## src/rtl/scu_pkg.sv

```systemverilog
package scu_pkg;

  typedef enum logic [2:0] {
    RX_IDLE,
    RX_START,
    RX_DATA,
    RX_PAR,
    RX_GAP,
    RX_STOP
  } rx_state_e;

endpackage

```

## src/rtl/scu_sync.sv

```systemverilog
module scu_sync #(
  parameter int STAGES = 2
) (
  input  logic clk,
  input  logic rst_n,
  input  logic async_in,
  output logic sync_out
);
  logic [STAGES-1:0] chain;

  always_ff @(posedge clk or negedge rst_n) begin
    if (!rst_n) chain <= '1;
    else        chain <= {chain[STAGES-2:0], async_in};
  end

  assign sync_out = chain[STAGES-1];
endmodule

```

## src/rtl/scu_tx.sv

```systemverilog
module scu_tx #(
  parameter int OSR    = 16,
  parameter int DATA_W = 8
) (
  input  logic              clk,
  input  logic              rst_n,
  input  logic              os_tick,
  input  logic              wr_en,
  input  logic [DATA_W-1:0] wr_data,
  input  logic              line,
  output logic              tx_busy,
  output logic              tx_drive,
  output logic              tx_done,
  output logic              card_nack
);
  localparam int FRAME_BITS = DATA_W + 3;
  localparam int CNT_W      = $clog2(OSR);
  localparam int IDX_W      = $clog2(FRAME_BITS);
  localparam logic [CNT_W-1:0] FULL_M1  = CNT_W'(OSR - 1);
  localparam logic [IDX_W-1:0] IDX_LAST = IDX_W'(FRAME_BITS - 1);

  // stop(1) | even parity | data | start(0); bit 0 leaves first
  function automatic logic [FRAME_BITS-1:0] build_frame(input logic [DATA_W-1:0] d);
    return {1'b1, ^d, d, 1'b0};
  endfunction

  logic [FRAME_BITS-1:0] shreg;
  logic [CNT_W-1:0]      cnt;
  logic [IDX_W-1:0]      idx;
  logic                  last_tick;

  assign last_tick = os_tick && tx_busy && (cnt == FULL_M1);
  assign tx_done   = last_tick && (idx == IDX_LAST);
  assign tx_drive  = tx_busy && !shreg[0];

  always_ff @(posedge clk or negedge rst_n) begin
    if (!rst_n) begin
      shreg     <= '1;
      cnt       <= '0;
      idx       <= '0;
      tx_busy   <= 1'b0;
      card_nack <= 1'b0;
    end else if (wr_en && !tx_busy) begin
      shreg     <= build_frame(wr_data);
      cnt       <= '0;
      idx       <= '0;
      tx_busy   <= 1'b1;
      card_nack <= 1'b0;
    end else if (os_tick && tx_busy) begin
      if (cnt == FULL_M1) begin
        cnt <= '0;
        if (idx == IDX_LAST) begin
          tx_busy   <= 1'b0;
          card_nack <= !line;
        end else begin
          shreg <= {1'b1, shreg[FRAME_BITS-1:1]};
          idx   <= idx + 1'b1;
        end
      end else begin
        cnt <= cnt + 1'b1;
      end
    end
  end
endmodule

```

## src/rtl/scu_rx.sv

```systemverilog
module scu_rx
  import scu_pkg::*;
#(
  parameter int OSR    = 16,
  parameter int DATA_W = 8
) (
  input  logic              clk,
  input  logic              rst_n,
  input  logic              os_tick,
  input  logic              line,
  input  logic              tx_busy,
  input  logic              err_sig_en,
  input  logic              rd_en,
  output logic [DATA_W-1:0] rx_data,
  output logic              rx_ready,
  output logic              parity_err,
  output logic              overrun,
  output logic              rx_done,
  output logic              rx_start,
  output logic              err_drive
);
  localparam int CNT_W = $clog2(OSR);
  localparam int IDX_W = $clog2(DATA_W);
  localparam logic [CNT_W-1:0] FULL_M1  = CNT_W'(OSR - 1);
  localparam logic [CNT_W-1:0] HALF_M1  = CNT_W'(OSR / 2 - 1);
  localparam logic [IDX_W-1:0] IDX_LAST = IDX_W'(DATA_W - 1);

  // even parity over data plus parity bit: any odd count is an error
  function automatic logic parity_bad(input logic [DATA_W-1:0] d, input logic p);
    return (^d) ^ p;
  endfunction

  rx_state_e         state;
  logic [CNT_W-1:0]  cnt;
  logic [IDX_W-1:0]  idx;
  logic [DATA_W-1:0] shreg;
  logic              line_prev;
  logic              cnt_full;
  logic              cnt_half;

  assign cnt_full = (cnt == FULL_M1);
  assign cnt_half = (cnt == HALF_M1);
  assign rx_start = os_tick && (state == RX_IDLE) && line_prev && !line && !tx_busy;
  assign rx_done  = os_tick && (state == RX_PAR) && cnt_full;

  always_ff @(posedge clk or negedge rst_n) begin
    if (!rst_n) begin
      state     <= RX_IDLE;
      cnt       <= '0;
      idx       <= '0;
      shreg     <= '0;
      line_prev <= 1'b1;
      err_drive <= 1'b0;
    end else begin
      if (os_tick) begin
        line_prev <= line;
        unique case (state)
          RX_IDLE: begin
            if (rx_start) begin
              state <= RX_START;
              cnt   <= '0;
            end
          end
          RX_START: begin
            if (cnt_half) begin
              cnt <= '0;
              idx <= '0;
              state <= line ? RX_IDLE : RX_DATA;
            end else cnt <= cnt + 1'b1;
          end
          RX_DATA: begin
            if (cnt_full) begin
              cnt   <= '0;
              shreg <= {line, shreg[DATA_W-1:1]};
              idx   <= idx + 1'b1;
              if (idx == IDX_LAST) state <= RX_PAR;
            end else cnt <= cnt + 1'b1;
          end
          RX_PAR: begin
            if (cnt_full) begin
              cnt   <= '0;
              state <= RX_GAP;
            end else cnt <= cnt + 1'b1;
          end
          RX_GAP: begin
            if (cnt_half) begin
              cnt       <= '0;
              state     <= RX_STOP;
              err_drive <= parity_err && err_sig_en && !rd_en;
            end else cnt <= cnt + 1'b1;
          end
          RX_STOP: begin
            if (cnt_full) begin
              cnt       <= '0;
              state     <= RX_IDLE;
              err_drive <= 1'b0;
            end else cnt <= cnt + 1'b1;
          end
          default: state <= RX_IDLE;
        endcase
      end
      if (rd_en) err_drive <= 1'b0;
    end
  end

  always_ff @(posedge clk or negedge rst_n) begin
    if (!rst_n) begin
      rx_data    <= '0;
      rx_ready   <= 1'b0;
      parity_err <= 1'b0;
      overrun    <= 1'b0;
    end else if (rx_done) begin
      rx_data    <= shreg;
      rx_ready   <= 1'b1;
      parity_err <= parity_bad(shreg, line);
      overrun    <= (rx_ready || overrun) && !rd_en;
    end else if (rd_en) begin
      rx_ready   <= 1'b0;
      parity_err <= 1'b0;
      overrun    <= 1'b0;
    end
  end
endmodule

```

## src/rtl/scard_uart.sv

```systemverilog
module scard_uart #(
  parameter int OSR    = 16,
  parameter int DATA_W = 8
) (
  input  logic              clk,
  input  logic              rst_n,
  input  logic              os_tick,
  input  logic              wr_en,
  input  logic [DATA_W-1:0] wr_data,
  input  logic              rd_en,
  input  logic              err_sig_en,
  input  logic              line_in,
  output logic              line_drive_low,
  output logic [DATA_W-1:0] rx_data,
  output logic              rx_ready,
  output logic              parity_err,
  output logic              overrun,
  output logic              tx_busy,
  output logic              card_nack,
  output logic              irq_tx_done,
  output logic              irq_rx_done
);
  logic line_s;
  logic tx_drive;
  logic tx_done;
  logic rx_done;
  logic rx_start;
  logic rx_err_drive;

  scu_sync #(.STAGES(2)) u_sync (
    .clk      (clk),
    .rst_n    (rst_n),
    .async_in (line_in),
    .sync_out (line_s)
  );

  scu_tx #(.OSR(OSR), .DATA_W(DATA_W)) u_tx (
    .clk       (clk),
    .rst_n     (rst_n),
    .os_tick   (os_tick),
    .wr_en     (wr_en),
    .wr_data   (wr_data),
    .line      (line_s),
    .tx_busy   (tx_busy),
    .tx_drive  (tx_drive),
    .tx_done   (tx_done),
    .card_nack (card_nack)
  );

  scu_rx #(.OSR(OSR), .DATA_W(DATA_W)) u_rx (
    .clk        (clk),
    .rst_n      (rst_n),
    .os_tick    (os_tick),
    .line       (line_s),
    .tx_busy    (tx_busy),
    .err_sig_en (err_sig_en),
    .rd_en      (rd_en),
    .rx_data    (rx_data),
    .rx_ready   (rx_ready),
    .parity_err (parity_err),
    .overrun    (overrun),
    .rx_done    (rx_done),
    .rx_start   (rx_start),
    .err_drive  (rx_err_drive)
  );

  // a read ends the error pull combinationally, in the cycle it arrives
  assign line_drive_low = tx_drive || (rx_err_drive && !rd_en);
  assign irq_tx_done    = tx_done;
  assign irq_rx_done    = rx_done;
endmodule

```

## config.mk

```make
export PLATFORM = sky130hd
export DESIGN_NAME = scard_uart
export DESIGN_NICKNAME = d
export VERILOG_FILES = /design/src/rtl/scu_pkg.sv /design/src/rtl/scu_sync.sv /design/src/rtl/scu_tx.sv /design/src/rtl/scu_rx.sv /design/src/rtl/scard_uart.sv
export SDC_FILE = /design/constraint.sdc
export NUM_CORES = 1
export LEC_CHECK = 0
export ABC_CLOCK_PERIOD_IN_PS = 5450
export BUFFER_PORTS_ARGS = -buffer_cell sky130_fd_sc_hd__clkbuf_2
export CAP_MARGIN = 10
export CORE_MARGIN = 2
export CORE_UTILIZATION = 50
export DETAILED_ROUTE_END_ITERATION = 6
export HOLD_SLACK_MARGIN = 0.05
export PLACE_DENSITY = 0.78
export RECOVER_POWER = 50
export SLEW_MARGIN = 25
export SYNTH_ARGS = -nofsm -noshare
export SYNTH_HDL_FRONTEND = slang
export SYNTH_HIERARCHICAL = 1
export SYNTH_SLANG_ARGS = --single-unit
```

## constraint.sdc

```tcl
create_clock -name clk -period 5.45 [get_ports clk]
set_input_delay 0.2725 -clock clk [delete_from_list [all_inputs] [get_ports clk]]
set_output_delay 0.2725 -clock clk [all_outputs]
set_load 0.005 [all_outputs]
```

---- Word-level counts from Yosys, hierarchy flattened ----
Index checks and enable logic that the tools add are counted.
Widths: inputs -> output; s select.
word-level totals
  register bits after elaboration ......... 54
  input bits .............................. 15
  output and inout bits ................... 16
  word-level logic and storage cells ...... 126
operators by class
  add/subtract/negate cells ............... 4
  equality and inequality tests ........... 20
  mux-type cells .......................... 44
  bitwise logic cells ..................... 1
  reduce and logical (&&, ||, !) cells .... 41
operator list
  operator             number
  $mux 11              4
  $mux 4               10
  $mux 3               9
  $pmux 3 s6           1
  $mux 1               16
  $reduce_xor 8->1     2
  $logic_and 1x1->1    15
  $ne 2x1->1 const B   7
  $add 4x1->4 const B  3
  $eq 4x4->1 const B   3
  $pmux 4 s3           1
  $reduce_and 3->1     4
  $reduce_bool 2->1    6
  $eq 3x3->1 const B   3
  $reduce_and 4->1     2
  $reduce_and 8->1     1
  $eq 3x2->1 const B   2
  $ne 3x2->1 const B   2
  $pmux 3 s2           1
  $reduce_bool 3->1    2
  $eq 4x3->1 const B   1
  $logic_not 1->1      4
  $add 3x1->3 const B  1
  $eq 3x1->1 const B   1
  8 further kinds      9

---- Depth between registers and ports, before layout ----
Gate-level depths: netlist (run 1).
  word-level depth ........................ 7
  depth in mapped cells ................... 7
  gate-level depth less buffers ........... 6

---- By module ----
The synthesis (run 1) kept the hierarchy.
by module, submodules not included
  module      instances  cells each  area an instance (um^2)  seq. area each (um^2)
  scu_rx      1          137         1619.1                   777.0
  scu_tx      1          113         1064.8                   513.0
  scu_sync    1          2           52.6                     52.6
  scard_uart  1          2           11.3                     0.0

---- Worst setup path after synthesis (run 1) ----
No wires, ideal clock.
  path type ............................... register to register
  start point ............................. register u_rx.cnt[0]
  end point ............................... register u_rx.state[1]
  setup time .............................. 125 ps
  arrival ................................. 1585 ps
  data required time ...................... 5325 ps
  path slack .............................. 3740 ps
  cell stages (with the launch flop) ...... 7
  path buffers ............................ 0
  clock period less this slack ............ 1710 ps
  cell sequence ........................... dfrtp_1 -> ha_1 -> nand3b_4 -> a211o_1 -> nand3_4 -> o2111ai_2 -> mux2_4
between the ends
  cells in the longest elaborated chain, start to end .. 3
  elaborated cells between the ends (all ways) .. 8
ends and longest elaborated chain
  element                                          line                        RTL
  start: declaration                               scu_rx.sv:34                logic [CNT_W-1:0] cnt;
  start signal: assignment                         scu_rx.sv:69                end else cnt <= cnt + 1'b1;
  start signal: assignment                         scu_rx.sv:77                end else cnt <= cnt + 1'b1;
  start signal: assignment                         scu_rx.sv:83                end else cnt <= cnt + 1'b1;
  $eq 4x4->1 / $eq 4x3->1 (equally long branches)  scu_rx.sv:41, scu_rx.sv:42
  $ne 2x1->1 (no line)                             --
  $reduce_and 8->1 (no line) *                     --
  end signal: assignment                           scu_rx.sv:68                state <= line ? RX_IDLE : RX_DATA;
  end: declaration                                 scu_rx.sv:33                rx_state_e state;
Every way passes the cells marked *; elsewhere a longest branch is shown, timed or not.
A chain may end at the register's enable or synchronous reset.

==> reports/qor.txt, run 1 <==
Syn Nets - 274
outcome - complete, but fails checks
Critical Path Fanout Max - 53
Top delay family on crit path - buffers and inverters
R2R Setup Slk - 3.56 ns
Num CTS Buffers - 5
reg-to-reg startpoint - u_rx/cnt[0]
Setup Buffers After CTS - 0
arrival time worst endpoint - 2.27 ns
Hold Path End - u_rx/overrun
Post-DP HPWL - 3330 um
crit path buf inv count - 2
combinational power share - 21.3%
clock skew - 0.00631 ns
hold depth - 2
Setup WS pre-CTS - 3.57 ns
switching power - 311 uW
final setup margin - 3.02 ns
Ports - 31
violated checks - max-capacitance violations, max-slew violations
cell internal pwr - 733 uW
clk_lat worst skew - 0.31 ns
Worst-Margin Slew - 2.69 ns
# fillers - 451
register area - 1340 um2
Hold Crit Start - rd_en
Routed Antenna Nets - 0
final instance area - 3020 um2
Post-Syn Area - 2740 um2
setup_tns - 0 ns
GRT Total Usage - 16.7%
reg2reg end - u_rx/shreg[3]
Clock Sink Count - 53
Pins Over Slew Limit - 54
crit path cell chain - clkbuf_2, clkbuf_1
worst min path class - in -> reg
largest net degree at the start of global routing - 54
nets@finish - 302
area taken by multi-input logic gates - 1280 um2
final period utilization - 44.5%
R2R depth - 4
Post-route DRC - 0
initial antenna violation count - 0
antenna diode count - 0
Area Overhead vs Synth - 10.0%
DRT iter0 DRCs - 135
relative slew slack - -79.4%
H-Tree Depth - 2
die area - 6090 um2
Mapped Cells - 253
minimum clock period - 2.43 ns
Routed WL - 4730 um
slowest CP cell - clkbuf_1
CP Class - in -> async
part of the power in registers - 53.1%
CTS max path bufs - 2
Worst setup EP type - async pin
Vias per Instance - 5.34
power per cell area - 346 nW/um2
post-synthesis average cell area - 10.8 um2
CTS tree - done
final setup vio count - 0
first-pass GRT wire length - 8170 um
Initial Utilization - 52.7%
FMAX - 412 MHz
unrepaired setup endpoints after global routing - no
Yosys warnings - 6
Rows - 26
chip width - 78.0 um
leak pwr - 1.46 nW
Vias - 1881
Net Sw Frac - 29.8%
total grt overflow - 0
Pre-Repair DR Iteration Count - 4
share of cells above drive strength 1 - 22.0%
clk slew on worst S/H paths - 0.09 ns
MaxCap Viol Count - 1
final hold vios - 0
Root Driver - clkbuf_8
Startpoint Class - input port
Largest stage delay, worst path - 1.89 ns
vias in the first global route - 1800
gp weighted congestion - 0.796
Area after DPL - 2890 um2
Clock power frac - 25.6%
die height - 78.0 um
worst vdd ir - 0.000194 V
Core Region - 5200 um2
PortBufs - 30
Worst Path Required - 5.30 ns
DR WL/cell - 13.4 um
## cell usage in the layout, fill, tap and decap left out, drive strengths merged
cell and count:
o211ai 2, o21ai 7, or2b 1, nand4 3
a211o 2, clkinvlp 1, clkbuf 36, and3b 1
and2 2, nor4 1, nand3b 2, dfstp 13
a41o 1, nor2 22, a22o 4, a21oi 22
dlygate4sd3 1, bufinv 1, xnor2 18, clkinv 1
nand3 10, inv 8, a21boi 2, nor2b 2
ha 6, a21o 2, nor3b 2, mux2 19
o2111ai 1, a32o 1, and3 5, nand2b 4
dfrtp 40, mux2i 7, or3 1, nand2 24
xor2 2, nor3 5
## metal layers
metal / GRT usage, % / wire length, um / vias to the layer above
li1: - / - / 929
met1: 21.7 / 2220 / 906
met2: 28.1 / 2320 / 38
met3: 3.91 / 147 / 8
met4: 5.09 / 39 / 0
met5: 0 / 0 / -
## sequential cells by signal, summed over array words and instances (netlist names), 2 cells and up
register      cells
u_rx/idx          3
u_tx/cnt          4
u_sync/chain      2
u_rx/state        3
u_tx/shreg       10
u_rx/rx_data      8
u_tx/idx          4
u_rx/cnt          4
u_rx/shreg        8
## worst max-delay path by stage
stage	startpoint	to	slack [ns]	cells past startpoint
after floorplan	u_rx/cnt[0]	u_rx/state[1]	3.74	6
after global placement	u_rx/cnt[0]	u_rx/shreg[1]	3.64	4
after detailed placement	u_rx/cnt[0]	u_rx/shreg[3]	3.57	4
after CTS	u_rx/cnt[0]	irq_rx_done	3.49	4
after global routing	rst_n	u_tx/tx_busy	2.36	2
final	rst_n	u_tx/idx[3]	3.02	2
## stage by stage
| stage | utilization, % | hold WS (ns) | cells | total power [mW] |
|---|---|---|---|---|
| global route | 57.9 | 0.162 | 352 | 1.11 |
| global placement | 55.6 | 0.348 | 343 | 0.771 |
| floorplan | - | -0.0231 | 253 | 0.728 |
| finish | 57.9 | 0.179 | 352 | 1.04 |
| CTS | 58.0 | 0.0880 | 352 | 1.05 |
| detailed placement | 55.6 | 0.349 | 343 | 0.785 |
## power by group through the flow
stage / Sequential, mW / Clock (mW) / Combinational, mW
final: 0.554 / 0.267 / 0.223
after global routing: 0.567 / 0.291 / 0.252
after CTS: 0.553 / 0.276 / 0.224
after detailed placement: 0.561 / 0 / 0.224
after global placement: 0.557 / 0 / 0.214
after floorplan: 0.535 / 0 / 0.192
## timing repair
item                                   CTS  global route
gates resized for setup                  0             0
endpoints found under the hold margin    1             0
hold buffers                             1             0
## area by class of cell
cell class                      count  area share [%]
Inverter                            8           0.996
Clock buffer                        5            2.28
Clock inverter                      3            1.54
Timing Repair Buffer               32            5.44
Multi-Input combinational cell    181            42.3
Sequential cell                    53            44.5
Tap cell                           70            2.90
Note: power is estimated with default switching activity, not from simulation.
==> run 2: changes to the inputs <==
--- a/config.mk
+++ b/config.mk
@@ -5,7 +5,7 @@
 export SDC_FILE = /design/constraint.sdc
 export NUM_CORES = 1
 export LEC_CHECK = 0
-export ABC_CLOCK_PERIOD_IN_PS = 5450
+export ABC_CLOCK_PERIOD_IN_PS = 2540
 export BUFFER_PORTS_ARGS = -buffer_cell sky130_fd_sc_hd__clkbuf_2
 export CAP_MARGIN = 10
 export CORE_MARGIN = 2
==> constraint.sdc (replaced) <==
create_clock -name clk -period 2.54 [get_ports clk]
set_input_delay 0.127 -clock clk [delete_from_list [all_inputs] [get_ports clk]]
set_output_delay 0.127 -clock clk [all_outputs]
set_load 0.005 [all_outputs]
==> reports/qor.txt, run 2 (synthesis gave the netlist of run 1 again) <==
Vias per Instance - 5.34 (about the same)
GRT Total Usage - 18.2% (was 16.7%)
Pre-Repair DR Iteration Count - 4 (unchanged)
Post-DP HPWL - 3320 um (was 3330 um)
DRT iter0 DRCs - 151 (was 135)
vias in the first global route - 1871 (was 1800)
CP Class - reg -> reg (was in -> async)
FMAX - 533 MHz
worst min path class - in -> reg (unchanged)
clock skew - 0.00749 ns (was 0.00631 ns)
relative slew slack - 16.8% (was -79.4%)
arrival time worst endpoint - 2.07 ns (was 2.27 ns)
Vias - 1907 (was 1881)
total grt overflow - 0 (unchanged)
Pins Over Slew Limit - 0 (was 54)
nets@finish - 307 (was 302)
minimum clock period - 1.88 ns
Startpoint Class - flip-flop (was input port)
Clock Sink Count - 53 (unchanged)
largest net degree at the start of global routing - 54 (unchanged)
power per cell area - 735 nW/um2 (was 346 nW/um2)
CTS tree - done (unchanged)
Num CTS Buffers - 5 (unchanged)
chip width - 78.0 um (unchanged)
Critical Path Fanout Max - 9 (was 53)
register area - 1340 um2 (unchanged)
final setup vio count - 0 (unchanged)
clk slew on worst S/H paths - 0.10 ns (was 0.09 ns)
Routed WL - 4830 um (was 4730 um)
CTS max path bufs - 2 (unchanged)
outcome - finished, final reports clean (was complete, but fails checks)
most common cell after layout, fill and taps aside - dfrtp_1 (unchanged)
Post-route DRC - 0 (unchanged)
share of cells above drive strength 1 - 21.3% (was 22.0%)
most frequent cells in the layout - dfrtp_1, clkbuf_2, nand2_1 (unchanged)
Biggest register - u_tx/shreg (unchanged)
unrepaired setup endpoints after global routing - no (unchanged)
Worst-Margin Slew - 1.25 ns (was 2.69 ns)
clk_lat worst skew - 0.31 ns (about the same)
DR WL/cell - 13.5 um (was 13.4 um)
leak pwr - 1.48 nW (was 1.46 nW)
Initial Utilization - 52.7% (unchanged)
gp weighted congestion - 0.797 (was 0.796)
Worst Path Required - 2.74 ns (was 5.30 ns)
final instance area - 3060 um2 (was 3020 um2)
die height - 78.0 um (unchanged)
Core Region - 5200 um2 (unchanged)
area taken by multi-input logic gates - 1280 um2 (unchanged)
Power, Total - 2.25 mW (was 1.04 mW)
Rows - 26 (unchanged)
Largest register FFs - 10 (unchanged)
worst vdd ir - 0.000489 V (was 0.000194 V)
antenna diode count - 0 (unchanged)
Root Driver - clkbuf_8 (unchanged)
setup_tns - 0 ns (unchanged)
die area - 6090 um2 (unchanged)
Worst setup EP type - flip-flop (was async pin)
first-pass GRT wire length - 8850 um (was 8170 um)
Ports - 31 (unchanged)
final period utilization - 73.8%
H-Tree Depth - 2 (unchanged)
MaxCap Viol Count - 0 (was 1)
Area Overhead vs Synth - 11.8% (was 10.0%)
Routed Antenna Nets - 0 (unchanged)
Top Registers - u_tx/shreg: 10 flops, u_rx/rx_data: 8 flops, u_rx/shreg: 8 flops (unchanged)
PortBufs - 30 (unchanged)
initial antenna violation count - 0 (unchanged)
placed cells - 344 (was 343)
Final Non-Filler Cells - 357 (was 352)
# fillers - 445 (was 451)
Area after DPL - 2900 um2 (was 2890 um2)
final hold vios - 0 (unchanged)
## run 2: final cells by class
cell class / instances / area share [%]
clock buffers: 5 / 2.25
clock inverters: 3 / 1.63
inverters: 8 / 0.980
multi-input cells: 181 / 41.6
flip-flops and latches: 53 / 43.8
well taps: 70 / 2.86
repair buffers: 37 / 6.82
## run 2: final timing paths
| check | depth (start not counted) | slack [ns] | end | startpoint |
|---|---|---|---|---|
| min reg2reg | 0 | 0.37 | u_sync/chain[1] | u_sync/chain[0] |
| max reg2reg | 4 | 0.66 | u_rx/shreg[5] | u_rx/cnt[0] |
| max in group asynchronous | 3 | 1.08 | u_tx/idx[2] | rst_n |
| min | 3 | 0.06 | u_tx/shreg[2] | wr_data[1] |
| max | 4 | 0.66 | u_rx/shreg[5] | u_rx/cnt[0] |
| min in group asynchronous | 3 | 0.70 | u_rx/overrun | rst_n |
## run 2: metrics by stage
| step | hold WS (ns) | util [%] | setup WS (ns) |
|---|---|---|---|
| final | 0.0580 | 58.9 | 0.665 |
| after global routing | 0.0503 | 58.9 | 0.516 |
| after CTS | 0.0509 | 59.0 | 0.661 |
| after detailed placement | 0.216 | 55.7 | 0.666 |
| after global placement | 0.215 | 55.7 | 0.733 |
| after floorplan | -0.169 | - | 0.830 |
## run 2: timing repair
item,4_1_cts,5_1_grt
endpoints found under the hold margin,45,0
buffers inserted,0,0
gates resized for setup,0,0
hold buffers,5,0
setup endpoints to repair,0,0
## run 2: critical path, stage by stage, from the launching register on
cell and delay (ns):
dfrtp_1 0.40, ha_1 0.31, and3_4 0.25, and3_1 0.44, mux2_1 0.38
## run 2: routing by layer
layer  share of wire (%)  vias up  track usage (%)
met1                  47      918             24.5
met5                   0        -                0
met2                  48       37             29.0
li1                    -      942                -
met3                 3.6       10             4.37
met4                 1.8        0             6.49
## run 2: power breakdown
group          leakage, nW  switching [mW]  internal [mW]  total, mW
Combinational        0.751           0.241          0.240      0.481
Clock               0.0603           0.284          0.302      0.586
Sequential           0.669           0.144           1.04       1.19
